===== src/rtl/cam_parallel_rx.sv =====
module cam_parallel_rx #(
  parameter int DATA_W      = 14,
  parameter int OUT_W       = 32,
  parameter int SYNC_STAGES = 2
) (
  input  logic              clk,
  input  logic              rst_n,
  input  logic [1:0]        cfg_bus_width,
  input  logic              cfg_hs_pol,
  input  logic              cfg_vs_pol,
  input  logic              cfg_pclk_rise,
  input  logic [1:0]        cfg_rate,
  input  logic              cam_pclk,
  input  logic              cam_hsync,
  input  logic              cam_vsync,
  input  logic [DATA_W-1:0] cam_data,
  output logic [OUT_W-1:0]  out_data,
  output logic              out_valid,
  input  logic              out_ready,
  output logic              out_last,
  output logic              frame_start,
  output logic              frame_end,
  output logic              overflow,
  output logic              frame_done_irq
);
  localparam int IN_W     = DATA_W + 3;
  localparam int NARROW_N = OUT_W / 8;
  localparam int WIDE_N   = OUT_W / 16;
  localparam int CNT_W    = $clog2(NARROW_N);

  function automatic logic [15:0] width_mask(input logic [1:0] code);
    return 16'((32'd1 << (8 + 2 * code)) - 32'd1);
  endfunction

  logic [SYNC_STAGES-1:0][IN_W-1:0] sync_q;
  always_ff @(posedge clk or negedge rst_n)
    if (!rst_n) sync_q <= '0;
    else        sync_q <= {sync_q[SYNC_STAGES-2:0], {cam_pclk, cam_hsync, cam_vsync, cam_data}};

  logic [IN_W-1:0]   s_now;
  logic              pk, hs, vs;
  logic [DATA_W-1:0] pd;
  assign s_now = sync_q[SYNC_STAGES-1];
  assign pk    = s_now[IN_W-1];
  assign hs    = s_now[IN_W-2];
  assign vs    = s_now[IN_W-3];
  assign pd    = s_now[DATA_W-1:0];

  logic       pk_d, in_frame, armed, keep;
  logic [1:0] fcnt;
  logic [1:0] sh_width, sh_rate;
  logic       sh_hpol, sh_vpol, sh_rise;

  always_ff @(posedge clk or negedge rst_n)
    if (!rst_n) begin
      sh_width <= 2'd0;
      sh_rate  <= 2'd0;
      sh_hpol  <= 1'b0;
      sh_vpol  <= 1'b0;
      sh_rise  <= 1'b1;
    end else if (!in_frame) begin
      sh_width <= cfg_bus_width;
      sh_rate  <= cfg_rate;
      sh_hpol  <= cfg_hs_pol;
      sh_vpol  <= cfg_vs_pol;
      sh_rise  <= cfg_pclk_rise;
    end

  logic vs_blank, hs_blank, pix_edge, vpol_ok, start_now, end_now, take, keep_now;
  assign vs_blank  = (vs == sh_vpol);
  assign hs_blank  = (hs == sh_hpol);
  assign pix_edge  = sh_rise ? (pk & ~pk_d) : (~pk & pk_d);
  assign vpol_ok   = (sh_vpol == cfg_vs_pol);
  assign start_now = ~in_frame & armed & vpol_ok & ~vs_blank;
  assign end_now   = in_frame & vs_blank;
  assign take      = in_frame & keep & ~vs_blank & ~hs_blank & pix_edge;

  always_comb
    case (sh_rate)
      2'd1:    keep_now = ~fcnt[0];
      2'd2:    keep_now = (fcnt == 2'd0);
      default: keep_now = 1'b1;
    endcase

  always_ff @(posedge clk or negedge rst_n)
    if (!rst_n) begin
      pk_d     <= 1'b0;
      in_frame <= 1'b0;
      armed    <= 1'b0;
      keep     <= 1'b0;
      fcnt     <= 2'd0;
    end else begin
      pk_d <= pk;
      if (start_now) begin
        in_frame <= 1'b1;
        armed    <= 1'b0;
        keep     <= keep_now;
        fcnt     <= fcnt + 2'd1;
      end else begin
        if (end_now) in_frame <= 1'b0;
        if (!in_frame) armed <= vpol_ok & (armed | vs_blank);
      end
    end

  logic [15:0]        smp;
  logic               wide, done, flush, push, busy;
  logic [CNT_W-1:0]   cnt, last_slot;
  logic [CNT_W+3:0]   sh_amt;
  logic [OUT_W-1:0]   acc, word, push_word;
  assign smp       = 16'(pd) & width_mask(sh_width);
  assign wide      = (sh_width != 2'd0);
  assign last_slot = wide ? CNT_W'(WIDE_N - 1) : CNT_W'(NARROW_N - 1);
  assign sh_amt    = wide ? {cnt, 4'b0} : {1'b0, cnt, 3'b0};
  assign word      = acc | (OUT_W'(smp) << sh_amt);
  assign done      = take & (cnt == last_slot);
  assign flush     = end_now & (cnt != '0);
  assign push      = done | flush;
  assign push_word = flush ? acc : word;
  assign busy      = out_valid & ~out_ready;

  always_ff @(posedge clk or negedge rst_n)
    if (!rst_n) begin
      acc <= '0;
      cnt <= '0;
    end else if (start_now || flush || done) begin
      acc <= '0;
      cnt <= '0;
    end else if (take) begin
      acc <= word;
      cnt <= cnt + 1'b1;
    end

  always_ff @(posedge clk or negedge rst_n)
    if (!rst_n) begin
      out_data  <= '0;
      out_valid <= 1'b0;
      out_last  <= 1'b0;
      overflow  <= 1'b0;
    end else begin
      if (push && !busy) begin
        out_data  <= push_word;
        out_valid <= 1'b1;
        out_last  <= flush;
      end else if (out_ready) begin
        out_valid <= 1'b0;
      end
      if (push && busy) overflow <= 1'b1;
    end

  always_ff @(posedge clk or negedge rst_n)
    if (!rst_n) begin
      frame_start    <= 1'b0;
      frame_end      <= 1'b0;
      frame_done_irq <= 1'b0;
    end else begin
      frame_start    <= start_now;
      frame_end      <= end_now;
      frame_done_irq <= end_now & keep;
    end

  p_valid_hold_r9: assert property (@(posedge clk) disable iff (!rst_n)
    out_valid && !out_ready |=> out_valid && $stable(out_data));
  p_ovf_sticky_r9: assert property (@(posedge clk) disable iff (!rst_n)
    overflow |=> overflow);
  p_irq_pulse_r10: assert property (@(posedge clk) disable iff (!rst_n)
    frame_done_irq |=> !frame_done_irq);
  p_start_pulse_r4: assert property (@(posedge clk) disable iff (!rst_n)
    frame_start |=> !frame_start);
  p_cfg_frozen_r7: assert property (@(posedge clk) disable iff (!rst_n)
    in_frame |=> $stable({sh_width, sh_rate, sh_hpol, sh_vpol, sh_rise}));
endmodule


===== config.mk =====
export PLATFORM = sky130hd
export DESIGN_NAME = cam_parallel_rx
export DESIGN_NICKNAME = d
export VERILOG_FILES = /design/src/rtl/cam_parallel_rx.sv
export SDC_FILE = /design/constraint.sdc
export NUM_CORES = 1
export LEC_CHECK = 0
export BUFFER_PORTS_ARGS = -buffer_cell sky130_fd_sc_hd__buf_2
export CORE_ASPECT_RATIO = 2
export CORE_MARGIN = 2
export CORE_UTILIZATION = 39
export CTS_BUF_LIST = sky130_fd_sc_hd__clkbuf_16
export CTS_CLUSTER_DIAMETER = 100
export DETAILED_ROUTE_END_ITERATION = 6
export GPL_TIMING_DRIVEN = 0
export HOLD_SLACK_MARGIN = 0.12
export PLACE_DENSITY = 0.66
export SLEW_MARGIN = 20
export SYNTH_ARGS = -nofsm -noshare
export SYNTH_HDL_FRONTEND = slang
export SYNTH_SLANG_ARGS = --single-unit

===== constraint.sdc =====
create_clock -name clk -period 4.47 [get_ports clk]
set_clock_uncertainty 0.15 [all_clocks]
set_input_delay 0 -clock clk [delete_from_list [all_inputs] [get_ports clk]]
set_output_delay 0 -clock clk [all_outputs]
set_load 0.05 [all_outputs]

Word-level counts from Yosys, hierarchy flattened --
Index checks and enable logic that the tools add are counted.
Storage, ports and cells: register bits 119, input bits 27, output and inout bits 38, word-level logic and storage cells 86
Cells by class: $add $sub $neg 4, equal/unequal tests 7, shift-type cells 2, mux-type cells 15, bitwise logic cells 26, reduce and logical (&&, ||, !) cells 11
Operator list (number):
- $mux 32 | 3
- $or 32x32->32 | 1
- $shl 16x6->32 | 1
- $and 14x16->16 | 1
- $shl 1x5->16 const A | 1
- $sub 16x1->16 const B | 1
- $and 1x1->1 | 15
- $reduce_bool 2->1 | 5
- $mux 1 | 7
- $not 1->1 | 7
- $mux 2 | 3
- $mux 6 | 1
- $add 4x3->5 const A | 1
- $add 2x1->2 const B | 2
- $eq 1x1->1 | 3
- $eq 2x1->1 const B | 1
- $eq 2x2->1 | 1
- $eq 2x2->1 const B | 1
- $logic_and 1x1->1 | 2
- $logic_not 2->1 | 1
- $logic_or 1x1->1 | 2
- $ne 2x1->1 const B | 1
- $or 1x1->1 | 2
- $pmux 1 s2 | 1
- $logic_not 1->1 | 1

Longest topological paths before layout --
depth after elaboration 9, depth in mapped cells 9

Worst setup path after synthesis --
No wires, ideal clock.
path type register to register, start point register sh_width[1], end point register out_data[16], arrival time 2.150 ns, required time 4.241 ns, path slack 2.091 ns, stages on the path, launching flop included 9, buffers on the path 2, clock period less this slack 2.379 ns, cells stage by stage dfrtp_1 clkbuf_1 or2_2 ha_1 and2_1 nand2_1 o31ai_4 buf_8 mux2i_1
On the way: longest elaborated chain between the ends 7, elaborated cells between the ends (all ways) 14, classes of those cells add/sub (2); eq/ne (1); shift (2); mux (3); bitwise (4); reduce/logical (2)
RTL lines:
- start, declared | RTL line 51 | logic [1:0] sh_width, sh_rate;
- start signal, assigned | RTL line 62 | sh_width <= cfg_bus_width;
- $add 4x3->5 | RTL line 32 | return 16'((32'd1 << (8 + 2 * code)) - 32'd1);
- $shl 1x5->16 | RTL line 32
- $sub 16x1->16 | RTL line 32
- $and 14x16->16 | RTL line 110 | assign smp = 16'(pd) & width_mask(sh_width);
- $shl 16x6->32 | RTL line 114 | assign word = acc | (OUT_W'(smp) << sh_amt);
- $or 32x32->32 | RTL line 114
- $mux 32 | RTL line 118 | assign push_word = flush ? acc : word;
- end signal, assigned | RTL line 141 | out_data <= push_word;
- end, declared | RTL line 17 | output logic [OUT_W-1:0] out_data,
Several ways; a longest one is shown, not always the timed one. A chain may end at the register's enable or synchronous reset.

Worst setup path in the final report --
start point register sh_width[1], end point register out_data[9]
The elaborated chain is that of the path after synthesis.

==> metrics <==
Tmin final 3.07 ns; Crit path buffers/inverters 2; share of layout cells above drive strength 1 23.7%; Setup CP Type reg2reg; Synth Instances 405; Critical Path Sink out_data[9]; top post-synthesis cells by area dfrtp_1 (61%), a31oi_1 (7.2%), mux2i_1 (6.6%), inv_1 (3.1%), nor2_1 (2.7%); Total GRT Usage 17.5%; Clock Latency Late Sink 0.41 ns; Clock Path Buffers 2; Critical Path, Cell by Cell clkbuf_1 > or2_2 > ha_1 > nor3_1 > clkbuf_1 > a31oi_1 > mux2i_1; CP endpoint kind flip-flop; n_diodes 0; R2R setup slack 1.40 ns; VDD IR-drop max 0.321 mV; Post CTS Setup Buffer Count 0; total negative slack 0 ns; Worst path depth 7; commonest cells in the netlist dfrtp_1 (118), a31oi_1 (56), inv_1 (40); flip-flop and latch area 2980 um2; Syn. warnings 0; Setup crit start sh_width[1]; worst reg2reg path endpoint out_data[9]; Crit path required time 4.65 ns; CTS Buf Count 17; DR vias/cell 5.20; Post-Syn Area per Cell 12.0 um2; die height 162 um; Multi-input gate area 1580 um2; crit share post-route 68.7%; Die W 83.0 um; Post-Syn Area 4870 um2; GP Congestion 0.889; largest incremental delay on the critical path 0.84 ns; ys flop type dfrtp_1; DPL Wire Length 7.96 mm; vias in the first global route 3740; RR Startpoint sh_width[1]; largest net degree at the start of global routing 65; number of clock sinks 119; Detail Route Antenna Nets 0; H-Tree Depth 4; via count 3599; cell with the most instances after synthesis dfrtp_1; DRC viols 0; Slew Viols, Final 0; Clk Tree Root Cell clkbuf_16; Peak Freq 326 MHz; synthesis-to-layout area growth 31.8%; Yosys reg bits 119; Max-cap violations 0; Port Buf Inserts 64; Detailed Route Iter0 Violations 258; Initial Utilization 39.9%; initial antenna violation count 0; hold crit path type reg2reg; Final Hold Viols 0; worst r2r path cells 7; register area share after synthesis 61.2%; WP data arrival 3.25 ns; drt first pass iters 6; total overflow reported by the global router 0; Yosys cell types 46; final core utilization 52.6%; Routed WL per cell 16.1 um; CP delay by family, top simple AND/OR/NAND/NOR gates; Post-layout nets 566; power density over the cells 684 nW/um2; unrepaired setup endpoints after global routing false; Fillers 1068; Total Wirelength 11.1 mm; outcome completed; setup violators final 0; first-pass GRT wire length 18.3 mm; die area 13400 um2; ys async rst share 100%; TritonCTS clock tree built; share of the synthesized area in the top cell type 60.7%; Post-Syn Nets 437; slowest CP cell nor3_1; post-CTS sizing 0; crit start category flip-flop; relative slew slack 32.3%; Core ar. 12200 um2; Post-synth EDFFs 0; LEAKAGE 2.97 nW; Critical Path Fanout Max 10; Most common cell on crit path clkbuf_1; FP Rows 57; area leader, netlist dfrtp_1; actual slew at the worst max-slew pin 1.01 ns; io pins 65; clk slew on worst S/H paths 0.05 ns
-- sequential cells by signal (all words and copies together), names as in the netlist --
signal and cells:
out_valid 1, sh_hpol 1, s_now 17, keep 1, frame_start 1, out_data 32, sync_q 17, sh_rise 1
armed 1, acc 32, overflow 1, cnt 2, pk_d 1, fcnt 2, sh_vpol 1, sh_rate 2
in_frame 1, frame_done_irq 1, frame_end 1, out_last 1, sh_width 2
-- cell type report --
class | instances | share of cell area (%)
Timing Repair Buffer | 110 | 12.8
Inverter | 40 | 2.34
Tap cell | 147 | 2.87
Multi-Input combinational cell | 221 | 24.6
Clock buffer | 17 | 6.63
Buffer | 25 | 2.55
Clock inverter | 13 | 1.81
Sequential cell | 119 | 46.4
-- worst min-delay path by stage --
stage	start	to	slack, ns	cells after the start
floorplan	rst_n	acc[0]	-0.45	0
global placement	cam_pclk	sync_q[16]	-0.04	1
detailed placement	rst_n	sync_q[7]	-0.11	1
CTS	cfg_rate[1]	sh_rate[1]	0.19	3
global route	sync_q[3]	s_now[3]	0.20	0
finish	sync_q[3]	s_now[3]	0.19	0
-- kinds of logic after synthesis --
| group | after synthesis | share of synthesized area (%) |
|---|---|---|
| AOI/OAI and AO/OA | 93 | 13.6 |
| adders and majority gates | 5 | 1.29 |
| DFF | 119 | 61.2 |
| xor gates and xnor gates | 4 | 0.720 |
| and+or+nand+nor | 80 | 8.58 |
| buffers and inverters | 65 | 6.45 |
| muxes | 39 | 8.20 |
-- metrics by stage --
stage	instances	setup WS [ns]	area (um2)	hold slack, ns	power (mW)
3_3_place_gp	616	1.50	5370	-0.0427	3.09
6_report	692	1.40	6420	0.195	4.39
2_1_floorplan	405	2.09	4870	-0.446	2.70
5_1_grt	692	1.21	6420	0.203	4.63
4_1_cts	692	1.41	6420	0.190	4.43
3_5_place_dp	617	1.41	5410	-0.115	3.14
-- routing by layer --
| layer | wire length [um] | track usage (%) | vias up |
|---|---|---|---|
| met4 | 358 | 9.46 | 0 |
| met3 | 486 | 4.98 | 20 |
| met2 | 6310 | 32.0 | 129 |
| met1 | 3960 | 17.7 | 1764 |
| met5 | 0 | 0 | - |
| li1 | - | - | 1686 |
-- repair_timing --
action	in CTS	in global routing
endpoints found under the setup margin	0	0
endpoints found under the hold margin	151	0
hold buffers	45	0
-- power by group --
part	total (mW)	internal (mW)	switching, mW
Combinational	1.60	0.463	1.14
Clock	1.25	0.798	0.453
Sequential	1.54	1.38	0.155
-- placed cells by master (no fill, tap or decap), types with 2 or more instances in the layout --
cell type,synthesis,routed
bufinv_16,0,2
inv_1,40,41
nand2_1,6,6
dlygate4sd3_1,0,44
buf_8,3,3
nor2_1,35,35
and2_1,5,5
buf_2,8,71
a31oi_1,56,56
a41oi_1,8,8
a22o_1,2,2
clkbuf_1,9,9
xor2_1,2,2
clkbuf_16,0,17
buf_6,3,4
a311o_1,2,2
dfrtp_1,118,118
nand3_1,5,5
buf_16,0,2
mux2_2,7,7
ha_1,5,5
a21oi_1,6,6
mux2i_1,32,32
nand3b_1,4,4
o21ai_0,11,11
xnor2_1,2,2
nor2b_1,10,10
clkinv_2,0,9
nor3_1,3,3
nor3b_1,2,2
(Power assumes the default switching activity.)
